[src/rtl/lts_pkg.sv]
package lts_pkg;
  localparam int NUM_CNT = 6;
  localparam int IDX_W   = 3;
  localparam int WIN_LANES = 3;
  localparam int IX_ELAPSED = 0;
  localparam int IX_EMPTY   = 1;
  localparam int IX_AFULL   = 2;
  localparam int IX_LINKUP  = 3;
  localparam int IX_LINKOK  = 4;
  localparam int IX_BYTES   = 5;
endpackage

[src/rtl/lts_tick_gen.sv]
module lts_tick_gen #(
  parameter int TICK_DIV = 4
) (
  input  logic clk,
  input  logic rst_n,
  output logic tick
);
  generate
    if (TICK_DIV <= 1) begin : g_every
      assign tick = 1'b1;
    end else begin : g_div
      localparam int DW = $clog2(TICK_DIV);
      localparam logic [DW-1:0] LAST = DW'(TICK_DIV - 1);
      logic [DW-1:0] div_q;
      always_ff @(posedge clk) begin
        if (!rst_n) div_q <= '0;
        else if (div_q == LAST) div_q <= '0;
        else div_q <= div_q + DW'(1);
      end
      assign tick = (div_q == LAST);

      tick_spacing_chk: assert property (@(posedge clk) disable iff (!rst_n)
        tick |=> !tick);
    end
  endgenerate
endmodule

[src/rtl/lts_window_acc.sv]
module lts_window_acc #(
  parameter int CNT_W = 64,
  parameter int LANES = 3
) (
  input  logic clk,
  input  logic rst_n,
  input  logic clr,
  input  logic tick,
  input  logic wr,
  input  logic [LANES-1:0] lvl,
  output logic armed,
  output logic [LANES-1:0][CNT_W-1:0] total
);
  localparam logic [CNT_W-1:0] ONE = CNT_W'(1);
  logic [CNT_W-1:0] pend_q [LANES];
  logic [CNT_W-1:0] tot_q  [LANES];
  logic commit;
  assign commit = wr && armed;

  always_ff @(posedge clk) begin
    if (!rst_n) armed <= 1'b0;
    else if (clr) armed <= 1'b0;
    else if (wr) armed <= 1'b1;
  end

  generate
    for (genvar g = 0; g < LANES; g++) begin : g_lane
      always_ff @(posedge clk) begin
        if (!rst_n || clr) begin
          pend_q[g] <= '0;
          tot_q[g]  <= '0;
        end else if (commit) begin
          tot_q[g]  <= tot_q[g] + pend_q[g] + CNT_W'(tick && lvl[g]);
          pend_q[g] <= '0;
        end else if (armed && tick && lvl[g]) begin
          pend_q[g] <= pend_q[g] + ONE;
        end
      end
      assign total[g] = tot_q[g];
    end
  endgenerate


  idle_zero_chk: assert property (@(posedge clk) disable iff (!rst_n)
    !armed |-> (tot_q[0] == '0 && pend_q[0] == '0));

  rearm_only_on_clear_chk: assert property (@(posedge clk) disable iff (!rst_n)
    $fell(armed) |-> $past(clr));

  lazy_hold_chk: assert property (@(posedge clk) disable iff (!rst_n)
    (!commit && !clr) |=> $stable(tot_q[0]) && $stable(tot_q[1]) && $stable(tot_q[2]));

  empty_bound_chk: assert property (@(posedge clk) disable iff (!rst_n)
    tot_q[1] <= tot_q[0]);

  afull_bound_chk: assert property (@(posedge clk) disable iff (!rst_n)
    tot_q[2] <= tot_q[0]);
endmodule

[src/rtl/lts_level_acc.sv]
module lts_level_acc #(
  parameter int CNT_W  = 64,
  parameter int BYTE_W = 16
) (
  input  logic clk,
  input  logic rst_n,
  input  logic clr,
  input  logic tick,
  input  logic link_up,
  input  logic afull,
  input  logic wr,
  input  logic [BYTE_W-1:0] bytes,
  output logic [CNT_W-1:0] up_time,
  output logic [CNT_W-1:0] ok_time,
  output logic [CNT_W-1:0] byte_sum
);
  localparam logic [CNT_W-1:0] ONE = CNT_W'(1);

  always_ff @(posedge clk) begin
    if (!rst_n || clr) begin
      up_time  <= '0;
      ok_time  <= '0;
      byte_sum <= '0;
    end else begin
      if (tick && link_up) up_time <= up_time + ONE;
      if (tick && link_up && !afull) ok_time <= ok_time + ONE;
      if (wr) byte_sum <= byte_sum + CNT_W'(bytes);
    end
  end


  ok_bound_chk: assert property (@(posedge clk) disable iff (!rst_n)
    ok_time <= up_time);

  bytes_only_on_write_chk: assert property (@(posedge clk) disable iff (!rst_n)
    (!wr && !clr) |=> $stable(byte_sum));

  up_hold_chk: assert property (@(posedge clk) disable iff (!rst_n)
    (!link_up && !clr) |=> $stable(up_time));
endmodule

[src/rtl/lts_read_port.sv]
module lts_read_port #(
  parameter int CNT_W   = 64,
  parameter int WORD_W  = 16,
  parameter int NUM_CNT = 6,
  parameter int IDX_W   = 3
) (
  input  logic clk,
  input  logic rst_n,
  input  logic clr,
  input  logic rd_en,
  input  logic [IDX_W-1:0] rd_idx,
  input  logic [$clog2(CNT_W/WORD_W)-1:0] rd_word,
  input  logic [NUM_CNT-1:0][CNT_W-1:0] cnt_bus,
  output logic rd_valid,
  output logic [WORD_W-1:0] rd_data
);
  localparam int WORDS = CNT_W / WORD_W;
  logic [CNT_W-1:0] snap_q;
  logic [CNT_W-1:0] sel;
  logic [WORD_W-1:0] snap_w [WORDS];
  logic low_rd;

  generate
    for (genvar g = 0; g < WORDS; g++) begin : g_slice
      assign snap_w[g] = snap_q[g*WORD_W +: WORD_W];
    end
  endgenerate

  always_comb begin
    sel = '0;
    for (int i = 0; i < NUM_CNT; i++)
      if (int'(rd_idx) == i) sel = cnt_bus[i];
  end

  assign low_rd = rd_en && (rd_word == '0);

  always_ff @(posedge clk) begin
    if (!rst_n) begin
      snap_q   <= '0;
      rd_valid <= 1'b0;
      rd_data  <= '0;
    end else begin
      rd_valid <= rd_en;
      if (rd_en) rd_data <= low_rd ? sel[WORD_W-1:0] : snap_w[rd_word];
      if (clr) snap_q <= '0;
      else if (low_rd) snap_q <= sel;
    end
  end


  rd_latency_chk: assert property (@(posedge clk) disable iff (!rst_n)
    rd_en |=> rd_valid);

  rd_idle_chk: assert property (@(posedge clk) disable iff (!rst_n)
    !rd_en |=> !rd_valid);

  snap_hold_chk: assert property (@(posedge clk) disable iff (!rst_n)
    (!low_rd && !clr) |=> $stable(snap_q));
endmodule

[src/rtl/link_stats_mon.sv]
module link_stats_mon #(
  parameter int CNT_W    = 64,
  parameter int WORD_W   = 16,
  parameter int BYTE_W   = 16,
  parameter int TICK_DIV = 4,
  localparam int WSEL_W  = $clog2(CNT_W / WORD_W),
  localparam int ADDR_W  = lts_pkg::IDX_W + WSEL_W
) (
  input  logic clk,
  input  logic rst_n,
  input  logic clr_i,
  input  logic link_up_i,
  input  logic tx_afull_i,
  input  logic buf_empty_i,
  input  logic wr_valid_i,
  input  logic [BYTE_W-1:0] wr_bytes_i,
  input  logic rd_en_i,
  input  logic [ADDR_W-1:0] rd_addr_i,
  output logic rd_valid_o,
  output logic [WORD_W-1:0] rd_data_o
);
  import lts_pkg::*;

  logic tick, armed, wr_ok;
  logic [WIN_LANES-1:0][CNT_W-1:0] win_tot;
  logic [CNT_W-1:0] up_time, ok_time, byte_sum;
  logic [NUM_CNT-1:0][CNT_W-1:0] cnt_bus;

  assign wr_ok = wr_valid_i && !clr_i;

  lts_tick_gen #(.TICK_DIV(TICK_DIV)) u_tick (
    .clk(clk), .rst_n(rst_n), .tick(tick));

  lts_window_acc #(.CNT_W(CNT_W), .LANES(WIN_LANES)) u_win (
    .clk(clk), .rst_n(rst_n), .clr(clr_i), .tick(tick), .wr(wr_ok),
    .lvl({tx_afull_i, buf_empty_i, 1'b1}), .armed(armed), .total(win_tot));

  lts_level_acc #(.CNT_W(CNT_W), .BYTE_W(BYTE_W)) u_lvl (
    .clk(clk), .rst_n(rst_n), .clr(clr_i), .tick(tick), .link_up(link_up_i),
    .afull(tx_afull_i), .wr(wr_ok), .bytes(wr_bytes_i),
    .up_time(up_time), .ok_time(ok_time), .byte_sum(byte_sum));

  assign cnt_bus[IX_ELAPSED] = win_tot[0];
  assign cnt_bus[IX_EMPTY]   = win_tot[1];
  assign cnt_bus[IX_AFULL]   = win_tot[2];
  assign cnt_bus[IX_LINKUP]  = up_time;
  assign cnt_bus[IX_LINKOK]  = ok_time;
  assign cnt_bus[IX_BYTES]   = byte_sum;

  lts_read_port #(.CNT_W(CNT_W), .WORD_W(WORD_W), .NUM_CNT(NUM_CNT), .IDX_W(IDX_W)) u_rd (
    .clk(clk), .rst_n(rst_n), .clr(clr_i), .rd_en(rd_en_i),
    .rd_idx(rd_addr_i[ADDR_W-1 -: IDX_W]), .rd_word(rd_addr_i[WSEL_W-1:0]),
    .cnt_bus(cnt_bus), .rd_valid(rd_valid_o), .rd_data(rd_data_o));


  clear_disarms_chk: assert property (@(posedge clk) disable iff (!rst_n)
    clr_i |=> !armed && byte_sum == '0);
endmodule

[config.mk]
export PLATFORM = sky130hd
export DESIGN_NAME = link_stats_mon
export DESIGN_NICKNAME = d
export VERILOG_FILES = /design/src/rtl/lts_pkg.sv /design/src/rtl/lts_tick_gen.sv /design/src/rtl/lts_window_acc.sv /design/src/rtl/lts_level_acc.sv /design/src/rtl/lts_read_port.sv /design/src/rtl/link_stats_mon.sv
export SDC_FILE = /design/constraint.sdc
export NUM_CORES = 2
export LEC_CHECK = 0
export ABC_AREA = 1
export CAP_MARGIN = 10
export CORE_MARGIN = 2
export CORE_UTILIZATION = 40
export DETAILED_ROUTE_END_ITERATION = 8
export PLACE_DENSITY = 0.56
export SLEW_MARGIN = 20
export SYNTH_ARGS = -nofsm -noshare
export SYNTH_HDL_FRONTEND = slang
export SYNTH_SLANG_ARGS = --single-unit
[constraint.sdc]
create_clock -name clk -period 19.5 [get_ports clk]
set_input_delay 3.9 -clock clk [delete_from_list [all_inputs] [get_ports clk]]
set_output_delay 3.9 -clock clk [all_outputs]
set_load 0.1 [all_outputs]
Yosys cells after proc, flatten, opt, wreduce, memory -nomap -nowiden
Memories as Yosys holds them, arrays and structs flattened.
Index checks and enable logic that the tools add are counted.
- equality and inequality tests: 6
- order comparisons: 1
- bitwise gates (word level): 11
- add/subtract/negate cells: 13
- muxes and demuxes: 36
- reduce and logical (&&, ||, !) cells: 18
- operator list (cell ; number):
    2-to-1 mux 64 bit ; 15
    adder 64 x 1 -> 64 bit (second input constant) ; 5
    adder 64 x 1 -> 64 bit ; 3
    adder 64 bit ; 3
    adder 64 x 16 -> 64 bit ; 1
    2-to-1 mux 16 bit ; 3
    binary-select mux 16 bit (select 2 bit) ; 1
    2-to-1 mux 1 bit ; 17
    equality test 3 bit (second input constant) ; 4
    logical AND 1 bit ; 10
    OR 1 bit ; 9
    OR reduction 2 bit ; 2
    equality test 3 x 2 -> 1 bit (second input constant) ; 1
    >= comparator 3 bit (second input constant) ; 1
    zero test 1 bit ; 3
    zero test 3 bit ; 1
    inverter 2 -> 3 bit ; 1
    adder 2 x 1 -> 2 bit (second input constant) ; 1
    equality test 2 bit (second input constant) ; 1
    zero test 2 bit ; 1
    logical OR 1 bit ; 1
    inverter 1 bit ; 1
- memories: 2
- flip-flop bits (word level): 276
- memory bits (writable): 384
- memories (name ; depth ; bits a word ; read ports ; clocked after Yosys merged registers in ; wr ports ; RTL line ; source):
    u_win.pend_q ; 3 ; 64 ; 3 ; 0 ; 3 ; lts_window_acc.sv:15 ; logic [CNT_W-1:0] pend_q [LANES];
    u_win.tot_q ; 3 ; 64 ; 3 ; 0 ; 3 ; lts_window_acc.sv:16 ; logic [CNT_W-1:0] tot_q [LANES];

Longest topological paths before layout
- word-level depth: 8
- depth in mapped cells: 18

Hierarchy
From an unflattened synthesis, not the netlist that was laid out.
- cell total of the unflattened synthesis: 9094
- area total of the unflattened synthesis: 55055.3 sq um
- modules (own cells, without submodules) (module ; area an instance (sq um) ; instances ; cells each):
    lts_window_acc ; 36791.5 ; 1 ; 5995
    lts_level_acc ; 11878.9 ; 1 ; 1940
    lts_read_port ; 6299.8 ; 1 ; 1148
    lts_tick_gen ; 71.3 ; 1 ; 8
    link_stats_mon ; 13.8 ; 1 ; 3

Worst setup path after synthesis
No wires, ideal clock.
- path type: input to register
- from: in clr_i
- to: mem u_win.pend_q[2][0], enable pin
- buffers on the path: 1
- data arrival time: 11200 ps
- library setup time: 574 ps
- required time: 18926 ps
- cell stages on the path: 8
- slack: 7726 ps
- cell sequence: inv_1 nand2_1 clkbuf_1 nor2_1 inv_1 nand2_1 inv_1 o21ai_0
- RTL lines (item ; RTL line ; source):
    start, declared ; link_stats_mon.sv:11 ; input logic clr_i,
    end, declared ; lts_window_acc.sv:15 ;

==> key figures <==
Run status
  – Status: finished, final reports clean

Global route
  – Pin count of the biggest net entering global routing: about 170
  – Vias in the first global route: 52500
  – Overflow left after global routing: 0
  – Initial antenna violation count: 5
  – GRT Overall Usage: about a third
  – Global-route wire length before repair: 344 mm

Synth
  – Syn nets: 9090
  – Post-synthesis sequential area ratio: between 30% and 40%
  – Area share of the largest cell type after synthesis: 21.4%
  – Most used DFF post-synth: edfxtp_1
  – Synthesized area per cell: around 6.1 um^2
  – Cell area after synthesis: 0.0538 mm^2
  – Yosys top cell by area: edfxtp_1
  – Seq cells post-synth: 650
  – Most area-consuming cells after synthesis: edfxtp_1, nand2_1, inv_1, dfxtp_1, nor2_1
  – Mapped Cells: ~9000
  – Syn. warnings: 0
  – EDFF count, synth: about 380
  – Async S/R FF share, synth: 0%
  – Distinct cells, synth: 53

Final layout
  – Most frequent cells in the layout: nand2_1, inv_1, nor2_1
  – Ratio of cells with drive above 1 in the final layout: just over 3%
  – Nets: 9097
  – Commonest non-fill, non-tap cell in the layout: nand2_1
  – Area Overhead vs Synth: 10.1%
  – FILL cells: 14600

STA
  – Setup-failing EPs final: 0
  – Worst rel slew slack: about 17%
  – Final setup margin: 11.42 ns
  – Fmax achieved: roughly 120 MHz
  – Final TNS setup: 0 ns
  – Fin crit share: between 40 and 50%
  – Worst Tran Pin Value: between 1 and 1.5 ns
  – Max Clock Skew: ~0.04 ns
  – Final Hold Viols: 0
  – Unrepaired setup endpoints after global routing: false
  – Minimum clock period: 8.08 ns
  – Slew Limit Fails: 0

Drt
  – DRC viols: 0
  – Number of vias per cell: 5.38
  – Final wirelength: around 240 mm
  – Detail Route Antenna Nets: 0
  – Pre-antenna DRT Iters: 6
  – Wire per inst: 22.1 um
  – Via count: about 58000
  – Initial DRC count: roughly 6400

Flow run
  – Max-Cap Viols: 0

Worst setup path
  – CP Capture Type: flip-flop
  – Crit path max-delay cell type: clkdlybuf4s50_1
  – Startpoint type of the worst setup path: input port
  – WP buf/inv: 5
  – CP arrival: roughly 8.6 ns
  – Worst path required time: between 20 and 25 ns
  – Critical path class: in -> reg
  – CP cell instances: clkdlybuf4s50_1 -> inv_2 -> nor2_4 -> buf_4 -> inv_6 -> nor3_2 -> clkinv_2 -> a211oi_1
  – CP top delay family: buffers and inverters
  – Slowest stage delay, CP: between 0.9 and 1 ns
  – CP max FO: 56

CTS
  – Clk buf depth: 3
  – Root Buffer: clkbuf_16
  – CTS H-Tree Depth: 3
  – CTS buffer count: between 80 and 90
  – CTS Hold Bufs: 0
  – CTS tree: done
  – Post-CTS Setup Repair Bufs: 0
  – CTS sink cnt: 650
  – Clock Latency Late Sink: 0.74 ns
  – Clock transition at path regs: ~0.060 ns
  – Post-CTS resize count: 0

Pwr
  – Max IR drop VDD: around 60 uV
  – Cell area power density: approximately 63 mW/mm^2
  – Lkg Pwr: about 0.026 uW

Place
  – Number of port buffers: 45
  – Post-Place Setup Slack: 11.07 ns
  – Hpwl dp: just under 200 mm
  – Placer congestion estimate: a little over 1

Floorplanning
  – Chip height: around 370 um
  – Rows: 134
  – Initial core utilization: approximately two fifths
  – IO Pins: 46
  – Full die area: approximately 0.14 mm^2
  – Core ar.: ~0.13 mm^2
  – Die Span X: between 300 and 400 um

Min path
  – Hold Crit Class: reg -> reg
==> stage by stage <==
step	area [um^2]	util [%]	hold slack [ns]	std cells	power (uW)
after floorplan	53800	-	0.403	8846	1820
after global placement	56100	42.0	0.422	10500	2000
after detailed placement	56100	42.0	0.416	10500	2000
after CTS	59200	44.3	0.424	10700	3750
after global routing	59200	44.3	0.465	10700	3840
final	59200	44.3	0.421	10700	3740
==> routing by layer <==
metal  global-route usage [%]  share of wire (%)  wire [um]
met5                        0             0.0055         13
met1                     45.6                 44     103000
met3                     5.46                8.0      18900
met4                     14.0                4.7      11100
met2                     53.2                 44     104000
==> synth_stat cells (2+ instances only) <==
master and instances:
ha_1 208, nor4_1 22, and3_1 4, or2_2 32, nor3_2 7, edfxtp_1 384
and2_1 21, or3_1 3, inv_1 1509, o2111ai_1 55, nand3_1 438, nand2_2 3
a21oi_1 737, buf_2 17, inv_2 14, o21ai_1 6, nand4_1 153, o22ai_1 7
o21bai_1 18, a31o_2 11, xor2_1 55, nand2_1 2933, nor3_1 245, or2_0 7
nor3b_1 25, nor2_1 1084, a31oi_1 6, a21o_1 2, nand3b_1 10, nor2_4 8
o21ai_0 293, xnor2_1 25, a22oi_1 23, o21a_1 31, clkinv_1 4, fa_1 7
buf_1 17, dfxtp_1 266, nand3_2 4, a211oi_1 6, nor2_2 14, clkbuf_1 121
==> power breakdown <==
part	leakage [uW]	total (uW)	internal, uW	switching, uW
logic	0.0178	404	107	297
registers	0.00645	1580	1500	81.0
clock network	0.00151	1760	1020	740
==> state kept, by name, indices dropped and copies added (netlist names) <==
| register | cells |
|---|---|
| u_lvl.up_time | 64 |
| u_win.armed | 1 |
| u_lvl.ok_time | 64 |
| u_lvl.byte_sum | 64 |
| u_rd.rd_valid | 1 |
| u_win.tot_q | 192 |
| u_win.pend_q | 192 |
| u_rd.rd_data | 16 |
| u_rd.snap_q | 54 |
| u_tick.g_div.div_q | 2 |
==> final cells by class <==
type	count	area, um^2	share of cell area (%)
Multi-Input combinational cell	6511	30600	51.7
Tap cell	1768	2210	3.74
Sequential cell	650	16900	28.5
Timing Repair Buffer	73	673	1.14
Inverter	1528	5750	9.71
Clock inverter	47	572	0.966
Clock buffer	118	2500	4.22
Antenna cell	1	2.50	0.00423
==> kinds of logic (layout without fill, tap and decap cells) <==
family	Yosys count	in the layout	synth area share (%)
buffers and inverters	1685	1766	11.8
xor gates and xnor gates	80	80	1.30
other	0	1	0
AOI/OAI and AO/OA	1197	1197	12.0
and+or+nand+nor	5019	5019	38.4
adders and majority gates	215	215	5.10
DFF	650	650	31.4
==> worst register-to-register path, cell delays in order, from the launching register on <==
cell and delay [ns]:
dfxtp_1 0.33, ha_1 0.37, buf_4 0.31, nand2_4 0.26
clkinv_2 0.34, nand2_2 0.49, inv_2 0.67, nand4_2 0.24
inv_2 0.11, nand2_1 0.13, nor2_2 0.22, nand3_1 0.15
nor2_1 0.16, nand2_1 0.07, nand2_1 0.06, nor2_1 0.04
==> worst paths after layout <==
path	slack, ns	from	to	cells past startpoint
worst max register to register	15.47	u_tick.g_div.div_q[0]	u_lvl.ok_time[56]	15
worst min-delay path	0.42	u_tick.g_div.div_q[0]	u_tick.g_div.div_q[0]	1
worst min register to register	0.42	u_tick.g_div.div_q[0]	u_tick.g_div.div_q[0]	1
worst max-delay path	11.42	rst_n	u_win.pend_q[2][13]	8
(Power assumes the default switching activity.)
